--- src/rtl/lsn_pkg.sv ---
package lsn_pkg;

  // Number of comparator columns for a network of 2**l lanes.
  function automatic int num_cols(input int l);
    return (l * (l + 1)) / 2;
  endfunction

  // Merge block size p of column c.
  function automatic int col_p(input int l, input int c);
    int base;
    base = 0;
    for (int s = 0; s < l; s++) begin
      if (c < base + s + 1) return 1 << s;
      base = base + s + 1;
    end
    return 1;
  endfunction

  // Comparator distance k of column c.
  function automatic int col_k(input int l, input int c);
    int base;
    base = 0;
    for (int s = 0; s < l; s++) begin
      if (c < base + s + 1) return 1 << (s - (c - base));
      base = base + s + 1;
    end
    return 1;
  endfunction

  // Lane role in a column: 0 pass, 1 low side of a node, 2 high side.
  function automatic int low_side(input int n, input int p, input int k, input int x);
    int off;
    off = k % p;
    if (x < off) return 0;
    if (((x - off) % (2 * k)) >= k) return 0;
    if (x + k > n - 1) return 0;
    if ((x / (2 * p)) != ((x + k) / (2 * p))) return 0;
    return 1;
  endfunction

  function automatic int lane_role(input int n, input int p, input int k, input int x);
    if (low_side(n, p, k, x) == 1) return 1;
    if (x >= k && low_side(n, p, k, x - k) == 1) return 2;
    return 0;
  endfunction

  // Wrap-around recency: a is newer than b.
  function automatic logic seq_newer(input logic [31:0] a, input logic [31:0] b,
                                     input int w);
    logic [31:0] mask;
    logic [31:0] d;
    mask = (w >= 32) ? 32'hFFFF_FFFF : ((32'd1 << w) - 32'd1);
    d    = (a - b) & mask;
    return (d != 32'd0) && (d < (32'd1 << (w - 1)));
  endfunction

endpackage

--- src/rtl/lsn_node.sv ---
module lsn_node #(
  parameter int SW = 2,
  parameter int AW = 2,
  parameter int CW = 3,
  parameter int DW = 32,
  localparam int C0 = DW,
  localparam int A0 = DW + CW,
  localparam int S0 = DW + CW + AW,
  localparam int ND = S0 + SW,
  localparam int RP = ND + 1,
  localparam int VB = RP + 1,
  localparam int LW = VB + 1
) (
  input  logic [LW-1:0] lo_i,
  input  logic [LW-1:0] hi_i,
  output logic [LW-1:0] lo_o,
  output logic [LW-1:0] hi_o
);

  logic          same_chan;
  logic          hi_newer;
  logic          swap;
  logic [CW:0]   key_lo, key_hi;
  logic [LW-1:0] keep, drop;
  logic [31:0]   seq_lo32, seq_hi32;

  assign key_lo    = {~lo_i[VB], lo_i[C0 +: CW]};
  assign key_hi    = {~hi_i[VB], hi_i[C0 +: CW]};
  assign same_chan = lo_i[VB] && hi_i[VB] && (lo_i[C0 +: CW] == hi_i[C0 +: CW]);
  assign swap      = key_lo > key_hi;
  assign seq_lo32  = 32'(lo_i[S0 +: SW]);
  assign seq_hi32  = 32'(hi_i[S0 +: SW]);
  assign hi_newer  = lsn_pkg::seq_newer(seq_hi32, seq_lo32, SW);
  assign keep      = hi_newer ? hi_i : lo_i;
  assign drop      = hi_newer ? lo_i : hi_i;

  always_comb begin
    if (same_chan) begin
      lo_o     = keep;
      lo_o[RP] = 1'b1;
      lo_o[ND] = keep[ND] | drop[ND] | (drop[A0 +: AW] != '0);
      hi_o     = drop;
      hi_o[VB] = 1'b0;
    end else if (swap) begin
      lo_o = hi_i;
      hi_o = lo_i;
    end else begin
      lo_o = lo_i;
      hi_o = hi_i;
    end
  end

endmodule

--- src/rtl/lsn_column.sv ---
module lsn_column #(
  parameter int N   = 8,
  parameter int COL = 0,
  parameter int SW  = 2,
  parameter int AW  = 2,
  parameter int CW  = 3,
  parameter int DW  = 32,
  localparam int L  = $clog2(N),
  localparam int LW = DW + CW + AW + SW + 3,
  localparam int VB = LW - 1,
  localparam int P  = lsn_pkg::col_p(L, COL),
  localparam int K  = lsn_pkg::col_k(L, COL)
) (
  input  logic            clk,
  input  logic            rst_n,
  input  logic [N*LW-1:0] d_i,
  output logic [N*LW-1:0] q_o
);

  logic [LW-1:0] nxt [N];

  for (genvar x = 0; x < N; x++) begin : g_lane
    localparam int ROLE = lsn_pkg::lane_role(N, P, K, x);
    if (ROLE == 1) begin : g_node
      lsn_node #(.SW(SW), .AW(AW), .CW(CW), .DW(DW)) u_node (
        .lo_i (d_i[x*LW +: LW]),
        .hi_i (d_i[(x+K)*LW +: LW]),
        .lo_o (nxt[x]),
        .hi_o (nxt[x+K])
      );
    end else if (ROLE == 0) begin : g_pass
      assign nxt[x] = d_i[x*LW +: LW];
    end
  end

  for (genvar x = 0; x < N; x++) begin : g_reg
    always_ff @(posedge clk) begin
      if (!rst_n) q_o[x*LW + VB] <= 1'b0;
      else        q_o[x*LW +: LW] <= nxt[x];
    end
  end

endmodule

--- src/rtl/lsn_sort_net.sv ---
module lsn_sort_net #(
  parameter int N  = 8,
  parameter int SW = 2,
  parameter int AW = 2,
  parameter int CW = 3,
  parameter int DW = 32,
  localparam int L   = $clog2(N),
  localparam int LAT = lsn_pkg::num_cols(L),
  localparam int LW  = DW + CW + AW + SW + 3
) (
  input  logic          clk,
  input  logic          rst_n,
  input  logic [N-1:0]    in_vld,
  input  logic [N*SW-1:0] in_seq,
  input  logic [N-1:0]    in_rpl,
  input  logic [N-1:0]    in_ndr,
  input  logic [N*AW-1:0] in_sub,
  input  logic [N*CW-1:0] in_chan,
  input  logic [N*DW-1:0] in_data,
  output logic [N-1:0]    out_vld,
  output logic [N*SW-1:0] out_seq,
  output logic [N-1:0]    out_rpl,
  output logic [N-1:0]    out_ndr,
  output logic [N*AW-1:0] out_sub,
  output logic [N*CW-1:0] out_chan,
  output logic [N*DW-1:0] out_data
);

  logic [N*LW-1:0] stg [LAT+1];

  for (genvar x = 0; x < N; x++) begin : g_pack
    assign stg[0][x*LW +: LW] = {in_vld[x], in_rpl[x], in_ndr[x], in_seq[x*SW +: SW],
                                 in_sub[x*AW +: AW], in_chan[x*CW +: CW],
                                 in_data[x*DW +: DW]};
    assign {out_vld[x], out_rpl[x], out_ndr[x], out_seq[x*SW +: SW],
            out_sub[x*AW +: AW], out_chan[x*CW +: CW],
            out_data[x*DW +: DW]} = stg[LAT][x*LW +: LW];
  end

  for (genvar c = 0; c < LAT; c++) begin : g_col
    lsn_column #(.N(N), .COL(c), .SW(SW), .AW(AW), .CW(CW), .DW(DW)) u_col (
      .clk   (clk),
      .rst_n (rst_n),
      .d_i   (stg[c]),
      .q_o   (stg[c+1])
    );
  end

endmodule

--- config.mk ---
export PLATFORM = sky130hd
export DESIGN_NAME = lsn_sort_net
export DESIGN_NICKNAME = d
export VERILOG_FILES = /design/src/rtl/lsn_pkg.sv /design/src/rtl/lsn_node.sv /design/src/rtl/lsn_column.sv /design/src/rtl/lsn_sort_net.sv
export SDC_FILE = /design/constraint.sdc
export NUM_CORES = 2
export LEC_CHECK = 0
export BUFFER_PORTS_ARGS = -buffer_cell sky130_fd_sc_hd__clkbuf_2
export CAP_MARGIN = 20
export CORE_MARGIN = 3
export CORE_UTILIZATION = 40
export DETAILED_ROUTE_END_ITERATION = 8
export PLACE_DENSITY = 0.69
export SETUP_SLACK_MARGIN = 0.4
export SLEW_MARGIN = 15
export SYNTH_ARGS = -nofsm -noshare
export SYNTH_HDL_FRONTEND = slang
export SYNTH_SLANG_ARGS = --single-unit
--- constraint.sdc ---
create_clock -name clk -period 2.75 [get_ports clk]
set_clock_uncertainty 0.05 [all_clocks]
set_input_delay 0.4125 -clock clk [delete_from_list [all_inputs] [get_ports clk]]
set_output_delay 0.4125 -clock clk [all_outputs]
set_load 0.1 [all_outputs]
; Yosys cells after proc, flatten, opt, wreduce, memory -nomap -nowiden
; Index checks and enable logic that the tools add are counted.
[word_totals]
ram_bits = 0
elab_cells = 496
input_bits = 338
n_memories = 0
mem_bits_ro = 0
latch_bits = 0
regBits = 2016
out_inout_bits = 336
[op_classes]
eq_ne = 19
bitwise_logic = 77
magnitude_cmp = 38
n_shift = 0
reduce_logical = 114
div = 0
multipliers = 0
addsub = 19
n_mux = 114
[ops]
columns = cell, n
row1 = $mux 42, 76
row2 = $mux 41, 38
row3 = $reduce_bool 32->1, 19
row4 = $gt 4x4->1, 19
row5 = $eq 3x3->1, 19
row6 = $logic_and 1x1->1, 57
row7 = $not 1->1, 39
row8 = $lt 2x2->1 const B, 19
row9 = $or 1x1->1, 38
row10 = $reduce_bool 2->1, 19
row11 = $reduce_or 2->1, 19
row12 = $sub 2x2->2, 19

; Depth between registers and ports, before layout
[depth]
ltp_word = 7
depth_mapped = 9
ltp_nobuf = 7

; Hierarchy
; A second synthesis with hierarchy kept.
[unflattened]
cells_unflattened = 4514
area_unflattened_um2 = 86927.1
[by_module_without_submodules]
columns = module, seq_area_each_um2, area_each_um2, cells_each, instances
row1 = lsn_column, 10009.6, 10059.6, 344, 6
row2 = lsn_node (g_col[1].u_col.g_lane[1].g_node.u_node ...), 0.0, 1380.1, 125, 13
row3 = lsn_node (g_col[0].u_col.g_lane[0].g_node.u_node ...), 0.0, 1471.4, 140, 5
row4 = lsn_node (g_col[5].u_col.g_lane[5].g_node.u_node), 0.0, 1271.2, 125, 1

; Worst setup path before layout
; OpenSTA, ideal clock, no wires.
[synth_timing]
path_kind = input-to-reg
from = input in_chan[22]
to = register g_col[0].u_col.q_o[313] (data pin)
setup_slack_ns = 0.485
path_stages = 9
t_arrival_ns = 1.955
setup_ns = 0.260
cell_sequence = inv_1 > ha_1 > nor2b_1 > o211ai_1 > a21oi_2 > a21oi_4 > buf_6 > buf_8 > mux2_4
[synth_via]
elab_chain_cells = 3
word_cells_on_any_way = 5
[synth_lines]
columns = element, line_no
row1 = start: declaration, lsn_sort_net.sv:18  ; input logic [N*CW-1:0] in_chan,
row2 = $gt 4x4->1 / $eq 3x3->1 (equally long branches), "lsn_node.sv:30, lsn_node.sv:29"
row3 = $mux 42 / $logic_and 1x1->1 (equally long branches), "lsn_node.sv:44, lsn_node.sv:29"
row4 = $mux 41 *, lsn_node.sv:38  ; if (same_chan) begin
row5 = via g_col[0].u_col.g_lane[6].g_node.u_node.hi_o[19], lsn_node.sv:17  ; output logic [LW-1:0] hi_o
row6 = end signal: indexed assignment, lsn_column.sv:39  ; else q_o[x*LW +: LW] <= nxt[x];
row7 = end: declaration, lsn_column.sv:17  ; output logic [N*LW-1:0] q_o
; Mark *: on every way through the listed nets, which the timed path passes. The rest lies on a longest branch.
; A chain may end at the register's enable or synchronous reset.

; Worst setup path after layout
[layout_timing]
from = register g_col[1].u_col.q_o[285]
to = register g_col[2].u_col.q_o[224] (data pin)
[layout_via]
elab_chain_cells = 3
word_cells_on_any_way = 5
[layout_lines]
columns = element, line_no
row1 = start: declaration, lsn_column.sv:17
row2 = start signal: indexed assignment, lsn_column.sv:39
row3 = $gt 4x4->1 / $eq 3x3->1 (equally long branches), "lsn_node.sv:30, lsn_node.sv:29"
row4 = $mux 42 / $logic_and 1x1->1 (equally long branches), "lsn_node.sv:44, lsn_node.sv:29"
row5 = $mux 42 *, lsn_node.sv:38
row6 = via g_col[2].u_col.g_lane[5].g_node.u_node.lo_o[14], lsn_node.sv:16  ; output logic [LW-1:0] lo_o,
row7 = end signal: indexed assignment, lsn_column.sv:39
row8 = end: declaration, lsn_column.sv:17
; Marked as above.

==> impl_metrics.toml <==
[global_route]
antenna_found_initial = 55
grt_pass1_vias = 49300
grt.total_usage_pct = 21.9
grt_pass1_wl_mm = 344
grt_start_max_net_pins = 99
grt_overflow_total = 0

[critical_path]
reg2regPathDepth = 11
path_class = "flop to flop"
cp-start-kind = "flop"
end_kind = "flop"
arrival_ps = 3230
ff2ff_setup_slack_ps = 60
required_ps = 3300
reg2reg_from = "g_col[1].u_col.q_o[285]"
worstReg2RegEnd = "g_col[2].u_col.q_o[224]"
crit_fanout = 5

[sta]
worst_pin_slew_ps = 642
fmax_ghz = 0.372
rsz0062_at_grt = "yes"
hold_viol = 0
hold_slack_ps = 121
post-route-min-period_ps = 2690
drv_slew = 0
setup_viol = 0
post-route-period-util_pct = 97.7
slew_headroom_pct = 57.2

[final_layout]
ff_latch_area_sq_um = 60100
multiInputGateArea_sq_um = 27000
design_area_sq_um = 116000
largest_reg_flops = 2016
area_delta_synth_final_pct = 35.0
nets = 6728
drive_gt1_share_pct = 50.3
top_regs = "g_col.u_col.q_o x2016"
final_util_pct = 54.4
n_fill_cell = 15900
top_register = "g_col.u_col.q_o"

[outcome]
outcome = "finished clean"

[synth]
yosysSeqAreaShare_pct = 70.0
syn_avg_cell_area_sq_um = 19.2
async_flop_share_pct = 0
ys_ff_latch = 2016
syn-instance-count = 4465
syn_nets = 4917
synth_cell_types = 30
yosysWarnings = 0
syn_area_sq_um = 85800
synth-edff-count = 1968
ys.flop_type = "edfxtp_1"

[clock_tree]
clk_pin_slew_ps = 60
cts_made_buffers = 205
tritoncts = "built"
clock-sinks = 2016
root_buffer = "clkbuf_16"
clk_latency_ps = 870
clock_tree.htree_level_count = 4
clockBufferDepth = 3

[floorplanning]
io_pins = 674
fp.dieArea_sq_um = 220000
num_rows = 169
initial_core_util_pct = 40.3
die_w_um = 469
core_sq_um = 213000
die_h_um = 469

[route]
routed_wl_mm = 253
post_drt_via_cell_ratio = 5.19
drt_first_pass_iters = 6
drc = 0
wire_per_inst_um = 27.2
antenna_left = 0
drt_iter0_drc = 4314
vias = 48300

[power]
power.density_nw_per_um2 = 1180
p_leak_nw = 46.6
max-vdd-ir-drop_mv = 0.949
total_power_mw = 137

[hold_path]
hp-class = "input port to flop"
hold_start = "in_vld[0]"
hold_end = "g_col[0].u_col.q_o[83]"
min_path_cells = 5

[place]
portBuffers = 673
hpwl_mm = 153
place_area_sq_um = 94100
gp_congestion = 0.904

[flow_run]
drv_cap = 0
## layer usage
metal,track usage (%),wire [um],up-vias
met4,11.0,14800,20
li1,-,-,21200
met1,27.6,98600,24500
met3,3.99,16400,571
met2,36.4,123000,1937
met5,0,126,-
## cell usage in the layout, fill, tap and decap left out, types with 20 or more instances in the layout
master,instances
a21oi_4,27
buf_6,55
clkbuf_16,218
a21oi_2,20
clkinv_1,40
clkbuf_1,33
ha_1,93
mux2i_1,76
buf_8,68
buf_16,108
inv_1,85
mux2_2,464
dfxtp_1,46
buf_4,198
ha_4,20
a21oi_1,29
diode_2,27
mux2_4,1056
clkbuf_2,634
edfxtp_1,1968
buf_12,152
clkbuf_4,38
clkinv_2,49
nand2b_1,38
nand2_1,85
nor2_1,61
dlygate4sd3_1,498
## cells by family after synthesis
| group | share of synthesized area, % |
|---|---|
| compound gates | 1.83 |
| xor+xnor | 0.388 |
| fa+ha+maj | 1.66 |
| buf+inv | 2.19 |
| flops | 70.0 |
| mux | 22.4 |
| simple gates | 1.46 |
## synthesized netlist by cell type, types with 38 or more instances
cell / number / share of area, %
nand2_1: 95 / 0.42
dfxtp_1: 48 / 1.1
buf_4: 95 / 0.83
mux2_2: 1159 / 15
a21oi_1: 38 / 0.22
inv_1: 95 / 0.42
edfxtp_1: 1968 / 69
ha_1: 114 / 1.7
nor2_1: 67 / 0.29
mux2i_1: 76 / 0.89
nand2b_1: 38 / 0.28
buf_8: 38 / 0.67
mux2_4: 361 / 6.3
## worst max-delay path, stage by stage (launching register included)
cell	delay (ps)
edfxtp_1	420
inv_2	100
ha_4	200
nor2b_1	120
o211ai_1	330
a21oi_4	140
a21oi_4	190
buf_6	130
buf_12	130
buf_4	140
buf_16	140
mux2_4	310
## final cells by class
cell class | count | share of cell area [%]
Sequential cell | 2016 | 51.9
Multi-Input combinational cell | 2195 | 23.4
Timing Repair Buffer | 1763 | 15.5
Clock buffer | 248 | 4.68
Tap cell | 2821 | 3.05
Clock inverter | 137 | 1.20
Inverter | 95 | 0.308
Antenna cell | 27 | 0.0584
## power breakdown
group          switching (mW)  internal, mW  total (mW)  leakage, nW
clock                    12.1          15.8        28.0         3.34
combinational            31.7          29.8        61.5         23.6
sequential               4.01          43.5        47.5         19.7
## how the worst max path moves through the flow
| stage | startpoint | to |
|---|---|---|
| final | g_col[1].u_col.q_o[285] | g_col[2].u_col.q_o[224] |
| after global routing | g_col[2].u_col.q_o[201] | g_col[3].u_col.q_o[3] |
| after CTS | g_col[0].u_col.q_o[243] | g_col[1].u_col.q_o[219] |
| after detailed placement | in_chan[22] | g_col[0].u_col.q_o[311] |
| after global placement | g_col[0].u_col.q_o[243] | g_col[1].u_col.q_o[295] |
| after floorplan | in_chan[22] | g_col[0].u_col.q_o[313] |
## what timing repair did
item	CTS	global route
setup endpoints to repair	1180	1311
gates resized for setup	842	358
pin swaps	39	43
gates cloned	80	13
buffers inserted	184	81
hold endpoints to repair	346	0
hold buffers	498	0
## stage by stage
step	setup TNS, ps	instances	setup WS (ps)
finish	0	9302	64.5
global placement	0	8034	46.6
global route	0	9296	10.8
detailed placement	-35.8	8034	-12.2
CTS	0	9181	76.2
floorplan	0	4465	485
(Power assumes the default switching activity.)
